### src/rtl/spi_dbuf_engine.sv
module spi_dbuf_engine #(
  parameter int DIV_W = 8
) (
  input  logic             clk,
  input  logic             rst_n,
  input  logic             is_master,
  input  logic [DIV_W-1:0] clk_div,
  input  logic             wr_en,
  input  logic [7:0]       wr_data,
  output logic             tx_empty,
  output logic             wr_coll,
  input  logic             rd_en,
  output logic [7:0]       rd_data,
  output logic             rx_full,
  output logic             sck_out,
  output logic             ss_n_out,
  output logic             mosi_out,
  input  logic             miso_in,
  input  logic             sck_in,
  input  logic             ss_n_in,
  input  logic             mosi_in,
  output logic             miso_out
);
  logic [7:0]       hold_q, shf_q;
  logic             lat_q, act_q, sck_q;
  logic [2:0]       bit_q;
  logic [DIV_W-1:0] cnt_q;
  logic [2:0]       sck_sy;
  logic [1:0]       ss_sy;

  wire ss_s    = ss_sy[1];
  wire slv_sel = !is_master && !ss_s;
  wire m_tick  = act_q && (cnt_q == clk_div);
  wire rise_ev = is_master ? (m_tick && !sck_q) : (slv_sel && sck_sy[1] && !sck_sy[2]);
  wire fall_ev = is_master ? (m_tick && sck_q)  : (slv_sel && !sck_sy[1] && sck_sy[2]);
  wire byte_end = fall_ev && (bit_q == 3'd7);
  wire m_start  = is_master && !act_q && !tx_empty;
  wire s_load   = !is_master && ss_s && !tx_empty;
  wire take     = m_start || s_load || (byte_end && !tx_empty);
  wire ser_in   = is_master ? miso_in : mosi_in;

  assign sck_out  = sck_q;
  assign ss_n_out = !(is_master && act_q);
  assign mosi_out = is_master ? shf_q[7] : 1'b0;
  assign miso_out = shf_q[7];

  always_ff @(posedge clk or negedge rst_n) begin
    if (!rst_n) begin
      sck_sy <= '0;
      ss_sy  <= 2'b11;
    end else begin
      sck_sy <= {sck_sy[1:0], sck_in};
      ss_sy  <= {ss_sy[0], ss_n_in};
    end
  end

  always_ff @(posedge clk or negedge rst_n) begin
    if (!rst_n) begin
      hold_q   <= '0;
      tx_empty <= 1'b1;
      wr_coll  <= 1'b0;
    end else begin
      if (take) tx_empty <= 1'b1;
      if (wr_en && tx_empty) begin
        hold_q   <= wr_data;
        tx_empty <= 1'b0;
      end
      if (wr_en && !tx_empty) wr_coll <= 1'b1;
    end
  end

  always_ff @(posedge clk or negedge rst_n) begin
    if (!rst_n) begin
      shf_q <= '0;
      lat_q <= 1'b0;
      bit_q <= '0;
    end else begin
      if (take)         shf_q <= hold_q;
      else if (fall_ev) shf_q <= {shf_q[6:0], lat_q};
      if (rise_ev) lat_q <= ser_in;
      if ((!is_master && ss_s) || (is_master && !act_q)) bit_q <= '0;
      else if (fall_ev) bit_q <= bit_q + 3'd1;
    end
  end

  always_ff @(posedge clk or negedge rst_n) begin
    if (!rst_n) begin
      act_q <= 1'b0;
      sck_q <= 1'b0;
      cnt_q <= '0;
    end else begin
      if (!is_master)                          act_q <= 1'b0;
      else if (m_start)                        act_q <= 1'b1;
      else if (byte_end && tx_empty)           act_q <= 1'b0;
      cnt_q <= (!act_q || m_tick) ? '0 : cnt_q + 1'b1;
      if (!act_q)      sck_q <= 1'b0;
      else if (m_tick) sck_q <= ~sck_q;
    end
  end

  always_ff @(posedge clk or negedge rst_n) begin
    if (!rst_n) begin
      rd_data <= '0;
      rx_full <= 1'b0;
    end else if (rise_ev && bit_q == 3'd7) begin
      rd_data <= {shf_q[6:0], ser_in};
      rx_full <= 1'b1;
    end else if (rd_en) begin
      rx_full <= 1'b0;
    end
  end
endmodule

### config.mk
export PLATFORM = sky130hd
export DESIGN_NAME = spi_dbuf_engine
export DESIGN_NICKNAME = d
export VERILOG_FILES = /design/src/rtl/spi_dbuf_engine.sv
export SDC_FILE = /design/constraint.sdc
export NUM_CORES = 1
export LEC_CHECK = 0
export ABC_AREA = 0
export BUFFER_PORTS_ARGS = -buffer_cell sky130_fd_sc_hd__buf_2
export CAP_MARGIN = 0
export CORE_ASPECT_RATIO = 0.8
export CORE_MARGIN = 4
export CORE_UTILIZATION = 60
export DETAILED_ROUTE_END_ITERATION = 8
export GPL_TIMING_DRIVEN = 0
export PLACE_DENSITY_LB_ADDON = 0.3
export SLEW_MARGIN = 20
export SYNTH_ARGS = -nofsm -noshare
export SYNTH_HDL_FRONTEND = slang
export SYNTH_SLANG_ARGS = --single-unit
### constraint.sdc
create_clock -name clk -period 4.1 [get_ports clk]
set_input_delay 0.205 -clock clk [delete_from_list [all_inputs] [get_ports clk]]
set_output_delay 0.205 -clock clk [all_outputs]
set_load 0.05 [all_outputs]
# Word level (Yosys, flattened, before mapping)
# Index checks and enable logic that the tools add are counted.
[totals]
reg_bits = 46
inputBits = 25
output_inout_bits = 15
[classes]
n_addsub = 2
eq_ne = 4
muxes = 18
bitwise = 1
reduce_logical = 35
[ops]
columns = ["cell", "n"]
rows = [
  ["$mux W8", 3],
  ["$logic_and A1 B1 Y1", 19],
  ["$mux W1", 13],
  ["$add A8 B1 Y8 const B", 1],
  ["$eq A8 B8 Y1", 1],
  ["$logic_not A1 Y1", 8],
  ["$reduce_bool A2 Y1", 4],
  ["$mux W3", 2],
  ["$logic_or A1 B1 Y1", 4],
  ["$add A3 B1 Y3 const B", 1],
  ["$eq A3 B3 Y1 const B", 1],
  ["$ne A3 B1 Y1 const B", 1],
  ["$ne A2 B1 Y1 const B", 1],
  ["$not A1 Y1", 1],
]

# Longest topological paths before layout
# Gate-level depths: netlist (run 1).
[logic_depth]
ltp_word = 10
ltp_mapped = 6
depth_no_buf = 6

# Least setup slack after synthesis (run 1)
# OpenSTA, ideal clock, no wires.
[synth_path]
kind = "register to register"
from = "register sck_q (netlist: sck_out)"
to = "register shf_q[0]"
arrival_ps = 1808
required_time_ps = 3975
slack_ps = 2167
path_stages_with_launch = 6
n_path_buf = 1
synth_period_minus_slack_ps = 1933
cell_sequence = "dfrtp_1 > and3_1 > buf_2 > nand3_1 > o21ai_4 > mux2_2"
[synth_between]
elab_chain_len = 6
word_cells_on_any_way = 7
classes_between = "mux (2); reduce/logical (5)"
[synth_rtl]
columns = ["element", "line", "text"]
rows = [
  ["start: declaration", "25", "logic lat_q, act_q, sck_q;"],
  ["start signal: assignment", "97", "else if (m_tick) sck_q <= ~sck_q;"],
  ["$logic_and A1 B1 Y1 *", "35", "wire fall_ev = is_master ? (m_tick && sck_q) : (slv_sel && !sck_sy[1] && sck_sy[2]);"],
  ["$mux W1 *", "35", ""],
  ["$logic_and A1 B1 Y1", "36", "wire byte_end = fall_ev && (bit_q == 3'd7);"],
  ["$logic_and A1 B1 Y1", "39", "wire take = m_start || s_load || (byte_end && !tx_empty);"],
  ["$logic_or A1 B1 Y1", "39", ""],
  ["$mux W8 or $reduce_bool A2 Y1 (tied branches)", "-", ""],
  ["end signal: assignment", "78", "if (take) shf_q <= hold_q;"],
  ["end signal: assignment", "79", "else if (fall_ev) shf_q <= {shf_q[6:0], lat_q};"],
  ["end: declaration", "24", "logic [7:0] hold_q, shf_q;"],
]
# Mark *: on every way between the ends. The rest lies on a longest branch, timed or not.
# A chain may end at the register's enable or synchronous reset.

# Final worst setup path (run 1)
[layout_path]
from = "register bit_q[0]"
to = "register shf_q[1]"
[layout_between]
elab_chain_len = 5
word_cells_on_any_way = 6
classes_between = "eq/ne (1); mux (1); reduce/logical (4)"
[layout_rtl]
columns = ["element", "line", "text"]
rows = [
  ["start: declaration", "26", "logic [2:0] bit_q;"],
  ["start signal: assignment", "82", "else if (fall_ev) bit_q <= bit_q + 3'd1;"],
  ["$eq A3 B3 Y1 *", "36", ""],
  ["$logic_and A1 B1 Y1 *", "36", ""],
  ["$logic_and A1 B1 Y1 *", "39", ""],
  ["$logic_or A1 B1 Y1 *", "39", ""],
  ["$mux W8 or $reduce_bool A2 Y1 (tied branches)", "-", ""],
]
# Marks and branches as above.

==> out/metrics.yaml, run 1 <==
routing:
  drcViolationCount: 0
  wl_per_cell_um: 14.41
  finalWirelength_mm: 4.250
  routed-via-count: 1610
  first_pass_iters: 4
  drt_iter0_markers: 102
  vias_per_cell: 5.458
  ant_nets: 0
layout:
  antenna_cells: 0
  fill_cells: 278
  final_nets: 267
  final_cell_mix: "43 x dfrtp_1, 41 x buf_2, 20 x nand2_1"
  postLayoutCellArea_mm2: 0.002768
  mostFrequentLayoutCell: "dfrtp_1"
  drive_gt1_share_pct: 41.67
  area_growth_pct: 15.75
sta:
  worstMarginPinSlew_ns: 0.6940
  skew_ns: 0.006674
  fin_setup_tns_ns: 0
  clock.fmax_mhz: 479.3
  hold_viol_final: 0
  min_period_ns: 2.086
  maxSlewViolCount: 0
  maxSlewHeadroom_pct: 53.08
  rsz0062_at_grt: "false"
  finalSetupViolations: 0
  period_share_pct: 50.89
global_routing:
  grtUsageTotal_pct: 18.78
  grt_start_max_net_pins: 47
  grt_pass1_vias: 1556
  antenna_found_initial: 0
  grt_pass1_wl_mm: 7.355
  overflow: 0
yosys:
  async_reset_ff_share_pct: 100.0
  synth_ff_type: "dfrtp_1"
  synth_area_mm2: 0.002391
  netlist_instances: 191
  synth_seq_cells: 46
  postSynthAreaPerCell_um2: 12.52
  synthesis.nets: 219
  synth_cell_types: 42
  yosysSeqAreaShare_pct: 48.30
  ys.warnings.count: 0
  synth-edff-count: 0
clock_tree:
  cts.repair.resized: 0
  cts.clk_slew.worst_paths_ns: 0.07
  numCtsBuffers: 5
  clk_latency_ns: 0.29
  cts-root-buf: "clkbuf_8"
  clockBufferDepth: 2
  cts.sinks: 46
  cts_tree: "built"
  htreeDepth: 2
die:
  core_area_mm2: 0.003829
  dieHeight_um: 64.46
  fp.dieArea_mm2: 0.005065
  die_x_um: 78.58
  initial_core_util_pct: 62.45
  io_pins: 40
  rows: 20
placed_design:
  hpwlAfterDp_mm: 3.133
  portBuffers: 39
  dpl_cell_area_mm2: 0.002655
  globalplace.congestion: 0.7989
critical_path:
  cp.required_ns: 4.28
  crit_path_start_kind: "flop"
  path_class: "reg -> reg"
  arrival_ns: 2.26
  crit_path_end_kind: "flop"
  crit_fanout: 9
  timing.rr.end: "shf_q[1]$_DFFE_PN0P_"
  reg2reg_depth: 6
  worst-r2r-setup-slack_ns: 2.01
  reg2reg_from: "bit_q[0]$_DFFE_PN0P_"
job:
  drv_cap: 0
worst_hold_path:
  whs_path_depth: 1
  worst_hold_path_type: "in -> reg"
  min_from: "sck_in"
  hold_end: "sck_sy[0]$_DFF_PN0_"
power:
  vdd_drop_max_uv: 358.6
  p_leak_nw: 1.281
  total_power_mw: 1.233
  cellPowerDensity_mw_per_mm2: 445.4
status:
  status: "finished clean"
## power breakdown
group / internal [mW] / total [mW] / switching, mW / leakage (nW)
logic: 0.163 / 0.320 / 0.157 / 0.653
registers: 0.544 / 0.636 / 0.0916 / 0.582
clock network: 0.138 / 0.277 / 0.139 / 0.0455
## cells in the mapped netlist, types with 2 or more instances
library cell	n	area [um^2]
nor3_1	2	10.01
clkbuf_1	2	7.510
nand2_1	20	75.07
xnor2_2	8	130.1
o21ai_4	2	32.53
nand4_4	2	42.54
o221ai_1	8	70.07
ha_1	3	37.54
inv_1	4	15.01
and3_1	4	25.02
nand3_1	6	30.03
dfrtp_1	43	1076
mux2_4	8	120.1
o21ai_0	2	10.01
xnor2_1	2	17.52
or2_2	8	50.05
a21oi_1	2	10.01
mux2_2	17	191.4
xor2_1	5	43.79
buf_2	3	15.01
nand3b_1	2	15.01
nor2_1	8	30.03
mux2i_1	9	90.09
dfstp_2	3	78.83
## worst max path at each step
stage	startpoint	end
after floorplan	sck_out$_DFFE_PN0N_	shf_q[0]$_DFFE_PN0P_
after global placement	bit_q[0]$_DFFE_PN0P_	shf_q[1]$_DFFE_PN0P_
after detailed placement	bit_q[0]$_DFFE_PN0P_	shf_q[3]$_DFFE_PN0P_
after CTS	bit_q[0]$_DFFE_PN0P_	shf_q[1]$_DFFE_PN0P_
after global routing	bit_q[0]$_DFFE_PN0P_	shf_q[1]$_DFFE_PN0P_
final	bit_q[0]$_DFFE_PN0P_	shf_q[1]$_DFFE_PN0P_
## critical path, cell delays in order (launching register included)
cell	delay (ns)
dfrtp_1	0.40
ha_1	0.21
ha_1	0.26
and3b_1	0.21
o311ai_1	0.38
o21ai_4	0.20
mux2_2	0.31
## final cells by class
class	count	area (um^2)	area share (%)
sequential	46	1155	41.73
multi-input combinational	136	1199	43.31
inverter	4	15.01	0.5425
clock buffer	8	90.09	3.255
timing repair buffer	41	217.7	7.866
buffer	5	22.52	0.8137
tap	55	68.82	2.486
## state kept, by name, indices dropped and copies added, names as in the netlist
name / flops
hold_q: 8
rx_full: 1
sck_out: 1
wr_coll: 1
lat_q: 1
rd_data: 8
ss_sy: 2
cnt_q: 8
sck_sy: 3
tx_empty: 1
bit_q: 3
shf_q: 8
act_q: 1
## routing by layer
layer  GRT usage [%]  wire, um
met1           28.10      2131
met2           26.69      1835
met3           4.722       230
met4           6.114        53
met5               0         0
## timing repair
item                       CTS  global route
setup endpoints to repair    0             0
buffers inserted             0             0
hold endpoints to repair     0            44
hold buffers                 0             2
## cells by family (layout without fill, tap and decap cells)
kind of cell             Yosys count  in the layout  synth area share [%]
AND/OR/NAND/NOR                   62             62                 15.91
adder cells (fa/ha/maj)            3              3                 1.570
multiplexers                      35             35                 17.27
buffers and inverters              9             58                 1.570
flip-flops                        46             46                 48.30
AO/OA/AOI/OAI                     21             21                 7.379
XOR/XNOR                          15             15                 8.006
## stage by stage
step                      std cells  hold WS, ns  utilization, %  setup slack [ns]
after floorplan                 191     -0.09059               -             2.167
after detailed placement        285       0.3149           69.35             2.025
after global routing            295     0.005980           72.29             1.914
after global placement          285       0.3094           69.35             2.042
after CTS                       293     0.004193           71.70             1.999
final                           295      0.02186           72.29             2.014
(Power assumes the default switching activity.)
==> run 2: changes to the inputs <==
CORE_UTILIZATION = 56   (was 60)
clock period = 1.97 ns   (was 4.1 ns; I/O delays follow)
==> out/metrics.yaml, run 2 (synthesized netlist as in run 1, its figures left out) <==
critical_path:
  crit_path_end_kind: "flop"
  cp.required_ns: 2.14
  crit_cells: 6
  path_buf_inv: 0
  path_cells: "ha_2 -> ha_4 -> and3b_2 -> o311ai_4 -> o21ai_4 -> mux2_4"
  arrival_ns: 2.08
  crit_slowest_cell: "dfrtp_1"
  critPathMaxStageDelay_ns: 0.40
  reg2reg_depth: 6
  crit_fanout: 5
  path_delay_family: "compound AO/OA/AOI/OAI gates"
  path_class: "reg -> reg"
  crit_path_start_kind: "flop"
global_routing:
  overflow: 0
  grtUsageTotal_pct: 18.83
  grt_pass1_wl_mm: 7.693
  grt_start_max_net_pins: 47
  antenna_found_initial: 0
  grt_pass1_vias: 1561
die:
  die_x_um: 81.06
  core_area_mm2: 0.003954
  rows: 20
  io_pins: 40
  dieHeight_um: 66.45
  fp.dieArea_mm2: 0.005386
  initial_core_util_pct: 60.47
clock_tree:
  cts.clk_slew.worst_paths_ns: 0.07
  htreeDepth: 2
  cts.sinks: 46
  cts_tree: "built"
  numCtsBuffers: 5
  cts-root-buf: "clkbuf_8"
  clockBufferDepth: 2
  clk_latency_ns: 0.29
worst_hold_path:
  worst_hold_path_type: "in -> reg"
  whs_path_depth: 2
routing:
  finalWirelength_mm: 4.688
  drt_iter0_markers: 122
  vias_per_cell: 5.407
  wl_per_cell_um: 15.37
  routed-via-count: 1649
  drcViolationCount: 0
  first_pass_iters: 4
  ant_nets: 0
placed_design:
  portBuffers: 39
  hpwlAfterDp_mm: 3.278
  dpl_cell_area_mm2: 0.002655
  globalplace.congestion: 0.7894
  preCtsSetupSlack_ns: -0.1026
sta:
  finalSetupViolations: 0
  maxSlewHeadroom_pct: 47.77
  fin_setup_tns_ns: 0
  period_share_pct: 96.99
  skew_ns: 0.007218
  maxSlewViolCount: 0
  clock.fmax_mhz: 523.4
  worstMarginPinSlew_ns: 0.7725
  min_period_ns: 1.911
  hold_viol_final: 0
  finalWorstSetupSlack_ns: 0.05939
layout:
  postLayoutCellArea_mm2: 0.002910
  fill_cells: 267
  final_cell_mix: "41 x buf_2, 39 x dfrtp_1, 20 x nand2_1"
  area_growth_pct: 21.72
  drive_gt1_share_pct: 46.00
  antenna_cells: 0
  final_nets: 277
  mostFrequentLayoutCell: "buf_2"
power:
  p_leak_nw: 1.316
  cellPowerDensity_mw_per_mm2: 890.5
  vdd_drop_max_uv: 875.1
status:
  status: "finished clean"
job:
  drv_cap: 0
==> run 2: changes by cell type in the layout (fill, tap and decap cells not counted), sizes merged <==
cell         change
buf              +6
dlygate4sd3      +3
o21ai            +1
==> run 2: area by class of cell <==
class | count | area [um^2] | share of cell area, %
plain buffers | 5 | 22.52 | 0.7739
multi-input cells | 137 | 1259 | 43.25
repair buffers | 50 | 305.3 | 10.49
flip-flops and latches | 46 | 1160 | 39.85
clock buffers | 8 | 80.08 | 2.752
well taps | 55 | 68.82 | 2.365
inverters | 4 | 15.01 | 0.5159
==> run 2: repair_timing <==
item | CTS | global route
pin swaps | 2 | 10
hold endpoints to repair | 4 | 43
gates resized for setup | 6 | 7
hold buffers | 4 | 1
setup buffers | 0 | 6
cloned | 1 | 0
setup endpoints to repair | 8 | 13
==> run 2: worst reg2reg max path, cell delays in order (launching register included) <==
cell      delay (ns)
dfrtp_1         0.40
ha_2            0.19
ha_4            0.16
and3b_2         0.22
o311ai_4        0.33
o21ai_4         0.16
mux2_4          0.33
==> run 2: power by group <==
group	total, mW	switching (mW)	internal, mW
Combinational	0.735	0.363	0.372
Sequential	1.33	0.192	1.13
Clock	0.530	0.278	0.252
Total	2.59	0.832	1.76
==> run 2: final timing paths <==
| kind | from | endpoint | slack [ns] |
|---|---|---|---|
| worst max-delay path | bit_q[0]$_DFFE_PN0P_ | shf_q[4]$_DFFE_PN0P_ | 0.06 |
| worst min-delay path | wr_data[1] | hold_q[1]$_DFFE_PN0P_ | 0.04 |
| worst max register to register | bit_q[0]$_DFFE_PN0P_ | shf_q[4]$_DFFE_PN0P_ | 0.06 |
| worst min register to register | ss_sy[0]$_DFF_PN1_ | ss_sy[1]$_DFF_PN1_ | 0.36 |
| max in group asynchronous | rst_n | cnt_q[0]$_DFF_PN0_ | 1.20 |
| min in group asynchronous | rst_n | hold_q[5]$_DFFE_PN0P_ | 0.34 |
==> run 2: per-layer routing <==
layer	vias up	global-route usage [%]	share of wire, %
met5	-	0	0
met4	0	4.430	0.38
met3	2	3.951	5.4
met2	46	28.69	45
met1	804	27.43	49
li1	797	-	-
==> run 2: metrics by stage <==
stage	utilization [%]	power, mW	hold WS, ns	std cells
floorplan	-	1.804	-0.1971	191
global placement	67.15	1.976	0.2041	285
detailed placement	67.15	2.015	0.2096	285
CTS	71.42	2.583	0.01126	298
global route	73.61	2.750	0.03882	305
finish	73.61	2.592	0.04134	305
